**config.mk**
```make
export PLATFORM = sky130hd
export DESIGN_NAME = hdlc_addr_filter
export DESIGN_NICKNAME = d
export VERILOG_FILES = /design/src/rtl/hdlc_af_pkg.sv /design/src/rtl/hdlc_af_match.sv /design/src/rtl/hdlc_af_ctrl.sv /design/src/rtl/hdlc_addr_filter.sv
export SDC_FILE = /design/constraint.sdc
export NUM_CORES = 1
export LEC_CHECK = 0
export ABC_AREA = 0
export CAP_MARGIN = 25
export CELL_PAD_IN_SITES_DETAIL_PLACEMENT = 1
export CELL_PAD_IN_SITES_GLOBAL_PLACEMENT = 1
export CORE_ASPECT_RATIO = 0.6
export CORE_MARGIN = 2
export CORE_UTILIZATION = 36
export CTS_CLUSTER_SIZE = 16
export DETAILED_ROUTE_END_ITERATION = 12
export GPL_TIMING_DRIVEN = 0
export HOLD_SLACK_MARGIN = 0.02
export PLACE_DENSITY = 0.87
export SYNTH_ARGS = -nofsm -noshare
export SYNTH_HDL_FRONTEND = slang
export SYNTH_SLANG_ARGS = --single-unit
export TNS_END_PERCENT = 10
```
**constraint.sdc**
```tcl
create_clock -name clk -period 2.9 [get_ports clk]
set_input_delay 0.58 -clock clk [delete_from_list [all_inputs] [get_ports clk]]
set_output_delay 0.58 -clock clk [all_outputs]
set_load 0.02 [all_outputs]
```
**src/rtl/hdlc_af_pkg.sv**
```systemverilog
package hdlc_af_pkg;

   typedef enum logic [1:0] {
      AF_PASS_ALL  = 2'b00,
      AF_HIGH_ONLY = 2'b01,
      AF_LOW_ONLY  = 2'b10,
      AF_SPARE     = 2'b11
   } af_mode_e;

   typedef struct packed {
      logic     two;
      af_mode_e mode;
      logic     hi_mask;
      logic     lo_mask;
   } af_ctl_t;

endpackage

```
**src/rtl/hdlc_af_match.sv**
```systemverilog
module hdlc_af_match #(
   parameter int             W        = 8,
   parameter logic [W-1:0]   GROUP    = '1,
   parameter logic [W-1:0]   GROUP_DC = '0
) (
   input  logic         use_mask,
   input  logic [W-1:0] val_a,
   input  logic [W-1:0] val_b,
   input  logic [W-1:0] data,
   output logic         hit
);

   logic prog_hit;
   logic grp_hit;

   if (W < 2) begin : g_bad_width
      $error("hdlc_af_match: W must be at least 2");
   end

   always_comb begin
      if (use_mask) prog_hit = (((data ^ val_a) & ~val_b) == '0);
      else          prog_hit = (data == val_a) || (data == val_b);
   end

   if (GROUP_DC == '0) begin : g_exact
      assign grp_hit = (data == GROUP);
   end else begin : g_dont_care
      assign grp_hit = (((data ^ GROUP) & ~GROUP_DC) == '0);
   end

   assign hit = prog_hit | grp_hit;

endmodule

```
**src/rtl/hdlc_af_ctrl.sv**
```systemverilog
module hdlc_af_ctrl
   import hdlc_af_pkg::*;
#(
   parameter int W = 8
) (
   input  logic         clk,
   input  logic         rst_n,
   input  logic         rx_enable,
   input  af_ctl_t      ctl_live,
   input  logic [W-1:0] hi_a_live,
   input  logic [W-1:0] hi_b_live,
   input  logic [W-1:0] lo_a_live,
   input  logic [W-1:0] lo_b_live,
   input  logic         in_valid,
   input  logic         in_sof,
   input  logic         in_eof,
   input  logic         hi_hit,
   input  logic         lo_hit,
   output af_ctl_t      ctl_eff,
   output logic [W-1:0] hi_a_eff,
   output logic [W-1:0] hi_b_eff,
   output logic [W-1:0] lo_a_eff,
   output logic [W-1:0] lo_b_eff,
   output logic         frame_ok,
   output logic         frame_drop
);

   localparam int MAX_ADDR = 2;
   localparam int CNT_W    = $clog2(MAX_ADDR + 1);
   localparam logic [CNT_W-1:0] CNT_MAX = CNT_W'(MAX_ADDR);

   af_ctl_t          ctl_q;
   logic [W-1:0]     hi_a_q, hi_b_q, lo_a_q, lo_b_q;
   logic             act_q;
   logic             ok_q;
   logic [CNT_W-1:0] cnt_q;

   logic             beat;
   logic [CNT_W-1:0] pos;
   logic [CNT_W-1:0] cnt_nxt;
   logic [CNT_W-1:0] need;
   logic             chk_hi, chk_lo;
   logic             ok_nxt;
   logic             verdict;

   assign ctl_eff  = in_sof ? ctl_live  : ctl_q;
   assign hi_a_eff = in_sof ? hi_a_live : hi_a_q;
   assign hi_b_eff = in_sof ? hi_b_live : hi_b_q;
   assign lo_a_eff = in_sof ? lo_a_live : lo_a_q;
   assign lo_b_eff = in_sof ? lo_b_live : lo_b_q;

   assign beat    = in_valid && (in_sof ? rx_enable : act_q);
   assign pos     = in_sof ? '0 : cnt_q;
   assign cnt_nxt = (pos == CNT_MAX) ? CNT_MAX : pos + 1'b1;

   always_comb begin
      need   = '0;
      chk_hi = 1'b0;
      chk_lo = 1'b0;
      unique case (ctl_eff.mode)
         AF_HIGH_ONLY: begin
            need   = ctl_eff.two ? CNT_W'(1) : '0;
            chk_hi = ctl_eff.two && (pos == '0);
         end
         AF_LOW_ONLY: begin
            need   = ctl_eff.two ? CNT_W'(2) : CNT_W'(1);
            chk_lo = ctl_eff.two ? (pos == CNT_W'(1)) : (pos == '0);
         end
         default: begin
            need = '0;
         end
      endcase
   end

   assign ok_nxt  = (in_sof ? 1'b1 : ok_q) & (~chk_hi | hi_hit) & (~chk_lo | lo_hit);
   assign verdict = ok_nxt && (cnt_nxt >= need);

   always_ff @(posedge clk) begin
      if (!rst_n) begin
         ctl_q      <= '0;
         hi_a_q     <= '0;
         hi_b_q     <= '0;
         lo_a_q     <= '0;
         lo_b_q     <= '0;
         act_q      <= 1'b0;
         ok_q       <= 1'b0;
         cnt_q      <= '0;
         frame_ok   <= 1'b0;
         frame_drop <= 1'b0;
      end else begin
         frame_ok   <= beat && in_eof && verdict;
         frame_drop <= beat && in_eof && !verdict;
         if (in_valid && in_sof) begin
            act_q  <= rx_enable && !in_eof;
            ctl_q  <= ctl_live;
            hi_a_q <= hi_a_live;
            hi_b_q <= hi_b_live;
            lo_a_q <= lo_a_live;
            lo_b_q <= lo_b_live;
         end else if (beat && in_eof) begin
            act_q  <= 1'b0;
         end
         if (beat) begin
            cnt_q <= cnt_nxt;
            ok_q  <= ok_nxt;
         end
      end
   end

   AST_DISABLED_SILENT: assert property (@(posedge clk) disable iff (!rst_n)
      (in_valid && in_sof && !rx_enable) |=> (!frame_ok && !frame_drop));

   AST_PASS_ALL_ACCEPTS: assert property (@(posedge clk) disable iff (!rst_n)
      (in_valid && in_sof && in_eof && rx_enable && ctl_live.mode == AF_PASS_ALL) |=> frame_ok);

   AST_SHORT_FRAME_DROPS: assert property (@(posedge clk) disable iff (!rst_n)
      (in_valid && in_sof && in_eof && rx_enable && ctl_live.two && ctl_live.mode == AF_LOW_ONLY) |=> frame_drop);

   AST_ONE_VERDICT: assert property (@(posedge clk) disable iff (!rst_n)
      !(frame_ok && frame_drop));

   AST_PULSE_AFTER_END: assert property (@(posedge clk) disable iff (!rst_n)
      !(in_valid && in_eof) |=> (!frame_ok && !frame_drop));

endmodule

```
**src/rtl/hdlc_addr_filter.sv**
```systemverilog
module hdlc_addr_filter
   import hdlc_af_pkg::*;
#(
   parameter int           W           = 8,
   parameter logic [W-1:0] HI_GROUP    = W'(8'hFC),
   parameter logic [W-1:0] HI_GROUP_DC = W'(8'h02),
   parameter logic [W-1:0] LO_GROUP    = '1
) (
   input  logic         clk,
   input  logic         rst_n,
   input  logic         rx_enable,
   input  logic         addr_two,
   input  logic [1:0]   mode,
   input  logic         hi_mask_mode,
   input  logic         lo_mask_mode,
   input  logic [W-1:0] hi_val_a,
   input  logic [W-1:0] hi_val_b,
   input  logic [W-1:0] lo_val_a,
   input  logic [W-1:0] lo_val_b,
   input  logic         in_valid,
   input  logic [W-1:0] in_data,
   input  logic         in_sof,
   input  logic         in_eof,
   output logic         frame_ok,
   output logic         frame_drop
);

   if (W < 2) begin : g_bad_width
      $error("hdlc_addr_filter: W must be at least 2");
   end

   af_ctl_t      ctl_live, ctl_eff;
   logic [W-1:0] hi_a_eff, hi_b_eff, lo_a_eff, lo_b_eff;
   logic         hi_hit, lo_hit;

   assign ctl_live = '{two: addr_two, mode: af_mode_e'(mode),
                       hi_mask: hi_mask_mode, lo_mask: lo_mask_mode};

   hdlc_af_match #(.W(W), .GROUP(HI_GROUP), .GROUP_DC(HI_GROUP_DC)) hi_match_i (
      .use_mask (ctl_eff.hi_mask),
      .val_a    (hi_a_eff),
      .val_b    (hi_b_eff),
      .data     (in_data),
      .hit      (hi_hit)
   );

   hdlc_af_match #(.W(W), .GROUP(LO_GROUP), .GROUP_DC('0)) lo_match_i (
      .use_mask (ctl_eff.lo_mask),
      .val_a    (lo_a_eff),
      .val_b    (lo_b_eff),
      .data     (in_data),
      .hit      (lo_hit)
   );

   hdlc_af_ctrl #(.W(W)) ctrl_i (
      .clk        (clk),
      .rst_n      (rst_n),
      .rx_enable  (rx_enable),
      .ctl_live   (ctl_live),
      .hi_a_live  (hi_val_a),
      .hi_b_live  (hi_val_b),
      .lo_a_live  (lo_val_a),
      .lo_b_live  (lo_val_b),
      .in_valid   (in_valid),
      .in_sof     (in_sof),
      .in_eof     (in_eof),
      .hi_hit     (hi_hit),
      .lo_hit     (lo_hit),
      .ctl_eff    (ctl_eff),
      .hi_a_eff   (hi_a_eff),
      .hi_b_eff   (hi_b_eff),
      .lo_a_eff   (lo_a_eff),
      .lo_b_eff   (lo_b_eff),
      .frame_ok   (frame_ok),
      .frame_drop (frame_drop)
   );

endmodule

```
==> run metrics <==
warning count from the yosys run=0; worst-case clock buffer depth=2; clock buffer count from CTS=5; cts-stage hold buffer count=0; Core Footprint=0.00846 mm^2; count of buffers inserted at the top-level ports=43; Synth async-reset ratio=0%; number of gates resized after cts=0; total die area=between 0.009 and 0.01 mm^2; Data arrival, critical path=~2700 ps; io pins=53; final core occ=45.5%; vias per cell=approximately 5.4; hpwl dp=7960 um; Worst Path Max Fanout=19; element type at the critical path start=input pin; final layout net count=approximately 480; drt first-iter violations=approximately 180; clock latency on the worst-skew pair=300 ps; power per unit of standard cell area=about 440 mW/mm^2; number of inserted diodes=0; Vias=2883; global routing's busiest layer=met2; Achievable Freq=412 MHz; clock-pin transition on the worst setup and hold timing paths=60 ps; Vert. Die Dim=76.1 um; routability-driven placement congestion ratio=0.965; maximum vdd ir drop=0.000201 V; syn nets=433; number of distinct library cells after synthesis=41; met2 track demand over resource in global routing=36.7%; most used flip-flop cell after synthesis=sky130_fd_sc_hd__dfxtp_1; Final Total Pwr=1.68 mW; average routed wire per standard cell=19.5 um; required time reported for the critical path endpoint=3140 ps; Post-DRT Antenna Nets=0; placed cells=530; clock root buffer master=sky130_fd_sc_hd__clkbuf_16; run status=completed; first-pass detailed-route iteration total=4; wire length of the first global-routing pass=16500 um; chip width=124 um; final setup fails=0; met1 Usage GRT=32.2%; setup repair after global routing missed its margin=no; aggregate global-route resource usage=22.9%; share of synthesized area occupied by flip-flops and latches=approximately 28%; max-slew violation count=0; routed wire length=10500 um; CTS tree=done; post-synth top area share=27.6%; Cell Count, Final, Fillers Out=537; number of buffers inserted to repair setup after CTS=0; flop and latch count out of synthesis=43; type of the tightest min-delay check=register to register; final hold viol count=0; critical path's largest stage delay=280 ps; maximum number of pins on one net before global-route repair=14; Mapped Area=0.00312 mm^2; share of the clock period used by the worst path=83.6%; Crit Path Category=input pin to register; via count of the first global-routing pass=3069; top area cells in the synthesized netlist=sky130_fd_sc_hd__dfxtp_1, sky130_fd_sc_hd__xnor2_1, sky130_fd_sc_hd__mux2i_1; library cell with the largest summed area after synthesis=sky130_fd_sc_hd__dfxtp_1; slowest cell on the critical path=sky130_fd_sc_hd__mux2i_1; deepest level of the CTS H-tree=2; row count=26; initial antenna violation count=0; most common cell type on the critical path=sky130_fd_sc_hd__ha_1; max-capacitance violation count=0; number of flops mapped to enable cells by yosys=0; cells along the critical path=buf_6, buf_12, buf_8, mux2i_1, inv_1, ha_1, mux2_2, ha_1, nand2b_1, a21oi_1, o21a_1; sinks on the clock net=43; actual transition at the worst max-transition pin=about 620 ps; residual overflow from global routing=0; max-slew headroom at the worst pin=between 50% and 60%; area growth from synthesis to final layout=23.3%; total DRC errors in the routed layout=0; Post-Route Skew=6.51 ps; synthesized area per cell=8.32 um^2; leakage component of the power=roughly 1.4 nW; GRT met3 Usage=4.04%; fraction of layout instances using a drive strength above 1=7.29%; initial cell density of the core=36.9%; number of instances in the synthesized netlist=about 380; final critical-path required period=2430 ps; Worst setup EP type=register
==> layer usage <==
layer	share of wire, %	routed length, um
met1	47	4950
met2	46	4770
met3	6.9	718
met4	0.37	39
met5	0	0
==> per-stage QoR <==
step	area (um^2)	hold WS, ps	setup TNS (ps)	worst slack (ps)
6_report	3850	466	0	474
2_1_floorplan	3120	439	0	150
3_5_place_dp	3690	457	-428	-226
3_3_place_gp	3690	450	-320	-169
5_1_grt	3850	499	0	308
4_1_cts	3850	467	0	55.9
==> layout by cell type, fill, tap and decap left out, types with 2 or more instances in the layout <==
cell	count
sky130_fd_sc_hd__clkbuf_8	2
sky130_fd_sc_hd__xor2_1	16
sky130_fd_sc_hd__mux2i_1	35
sky130_fd_sc_hd__nor2_1	6
sky130_fd_sc_hd__clkdlybuf4s50_1	43
sky130_fd_sc_hd__mux2_2	4
sky130_fd_sc_hd__nor4_2	2
sky130_fd_sc_hd__clkbuf_1	8
sky130_fd_sc_hd__a21oi_1	5
sky130_fd_sc_hd__o21a_1	2
sky130_fd_sc_hd__a21boi_0	37
sky130_fd_sc_hd__nor2b_1	4
sky130_fd_sc_hd__inv_1	6
sky130_fd_sc_hd__o21ai_0	9
sky130_fd_sc_hd__nand3_1	2
sky130_fd_sc_hd__dfxtp_1	43
sky130_fd_sc_hd__nor4_1	4
sky130_fd_sc_hd__buf_1	2
sky130_fd_sc_hd__nand4_1	6
sky130_fd_sc_hd__xnor2_1	48
sky130_fd_sc_hd__clkbuf_16	5
sky130_fd_sc_hd__buf_6	3
sky130_fd_sc_hd__nand2b_1	3
sky130_fd_sc_hd__o211ai_1	2
sky130_fd_sc_hd__nor3_1	4
sky130_fd_sc_hd__nand2_1	80
sky130_fd_sc_hd__buf_2	10
sky130_fd_sc_hd__ha_1	7
sky130_fd_sc_hd__o22ai_1	11
==> power by group <==
group / leakage [nW] / total (mW) / internal [mW] / switching (mW)
Sequential: 0.351 / 0.637 / 0.616 / 0.0210
Combinational: 0.982 / 0.415 / 0.194 / 0.221
Clock: 0.0761 / 0.628 / 0.367 / 0.261
==> kinds of logic (layout without fill, tap and decap cells) <==
logic type / Yosys count / count (layout) / synth area share [%]
compound gates: 74 / 74 / 16.5
xor+xnor: 64 / 64 / 18.0
fa+ha+maj: 7 / 7 / 2.81
buf+inv: 32 / 82 / 5.85
flops: 43 / 43 / 27.6
mux: 39 / 39 / 12.7
simple gates: 116 / 116 / 16.6
==> cell type report <==
cell class                      count  area, um^2
Buffer                             25         156
Clock buffer                        7         153
Clock inverter                      1        7.51
Fill cell                        1034        4610
Inverter                            6        22.5
Multi-Input combinational cell    300        2080
Sequential cell                    43         861
Tap cell                          112         140
Timing Repair Buffer               43         430
==> worst max-delay path: cells and delay by family <==
| family | cells | cell delay (ps) |
|---|---|---|
| AO/OA/AOI/OAI | 2 | 390 |
| AND/OR/NAND/NOR | 1 | 140 |
| buffers and inverters | 4 | 510 |
| adder cells (fa/ha/maj) | 2 | 490 |
| multiplexers | 2 | 550 |
==> sequential cells by signal, indices dropped and copies added, names as in the netlist, 2 cells and up <==
name,count
ctrl_i.hi_a_q,8
ctrl_i.lo_a_q,8
ctrl_i.hi_b_q,8
ctrl_i.lo_b_q,8
ctrl_i.cnt_q,2
ctrl_i.ctl_q,5
==> cells in the mapped netlist (5+ instances only) <==
master                      n
sky130_fd_sc_hd__a21boi_0  37
sky130_fd_sc_hd__a21oi_1    5
sky130_fd_sc_hd__buf_2     10
sky130_fd_sc_hd__clkbuf_1   9
sky130_fd_sc_hd__dfxtp_1   43
sky130_fd_sc_hd__ha_1       7
sky130_fd_sc_hd__inv_1      6
sky130_fd_sc_hd__mux2i_1   35
sky130_fd_sc_hd__nand2_1   80
sky130_fd_sc_hd__nand4_1    6
sky130_fd_sc_hd__nor2_1     6
sky130_fd_sc_hd__o21ai_0    9
sky130_fd_sc_hd__o22ai_1   11
sky130_fd_sc_hd__xnor2_1   48
sky130_fd_sc_hd__xor2_1    16
==> final timing paths <==
| check | startpoint | endpoint | slack, ps | depth (start not counted) |
|---|---|---|---|---|
| setup reg to reg | ctrl_i.ctl_q[2] | ctrl_i.frame_drop | 980 | 8 |
| hold reg to reg | ctrl_i.ctl_q[4] | ctrl_i.ctl_q[4] | 470 | 2 |
| setup / recovery | in_sof | ctrl_i.frame_drop | 470 | 11 |
| hold / removal | ctrl_i.ctl_q[4] | ctrl_i.ctl_q[4] | 470 | 2 |
(Power assumes the default switching activity.)
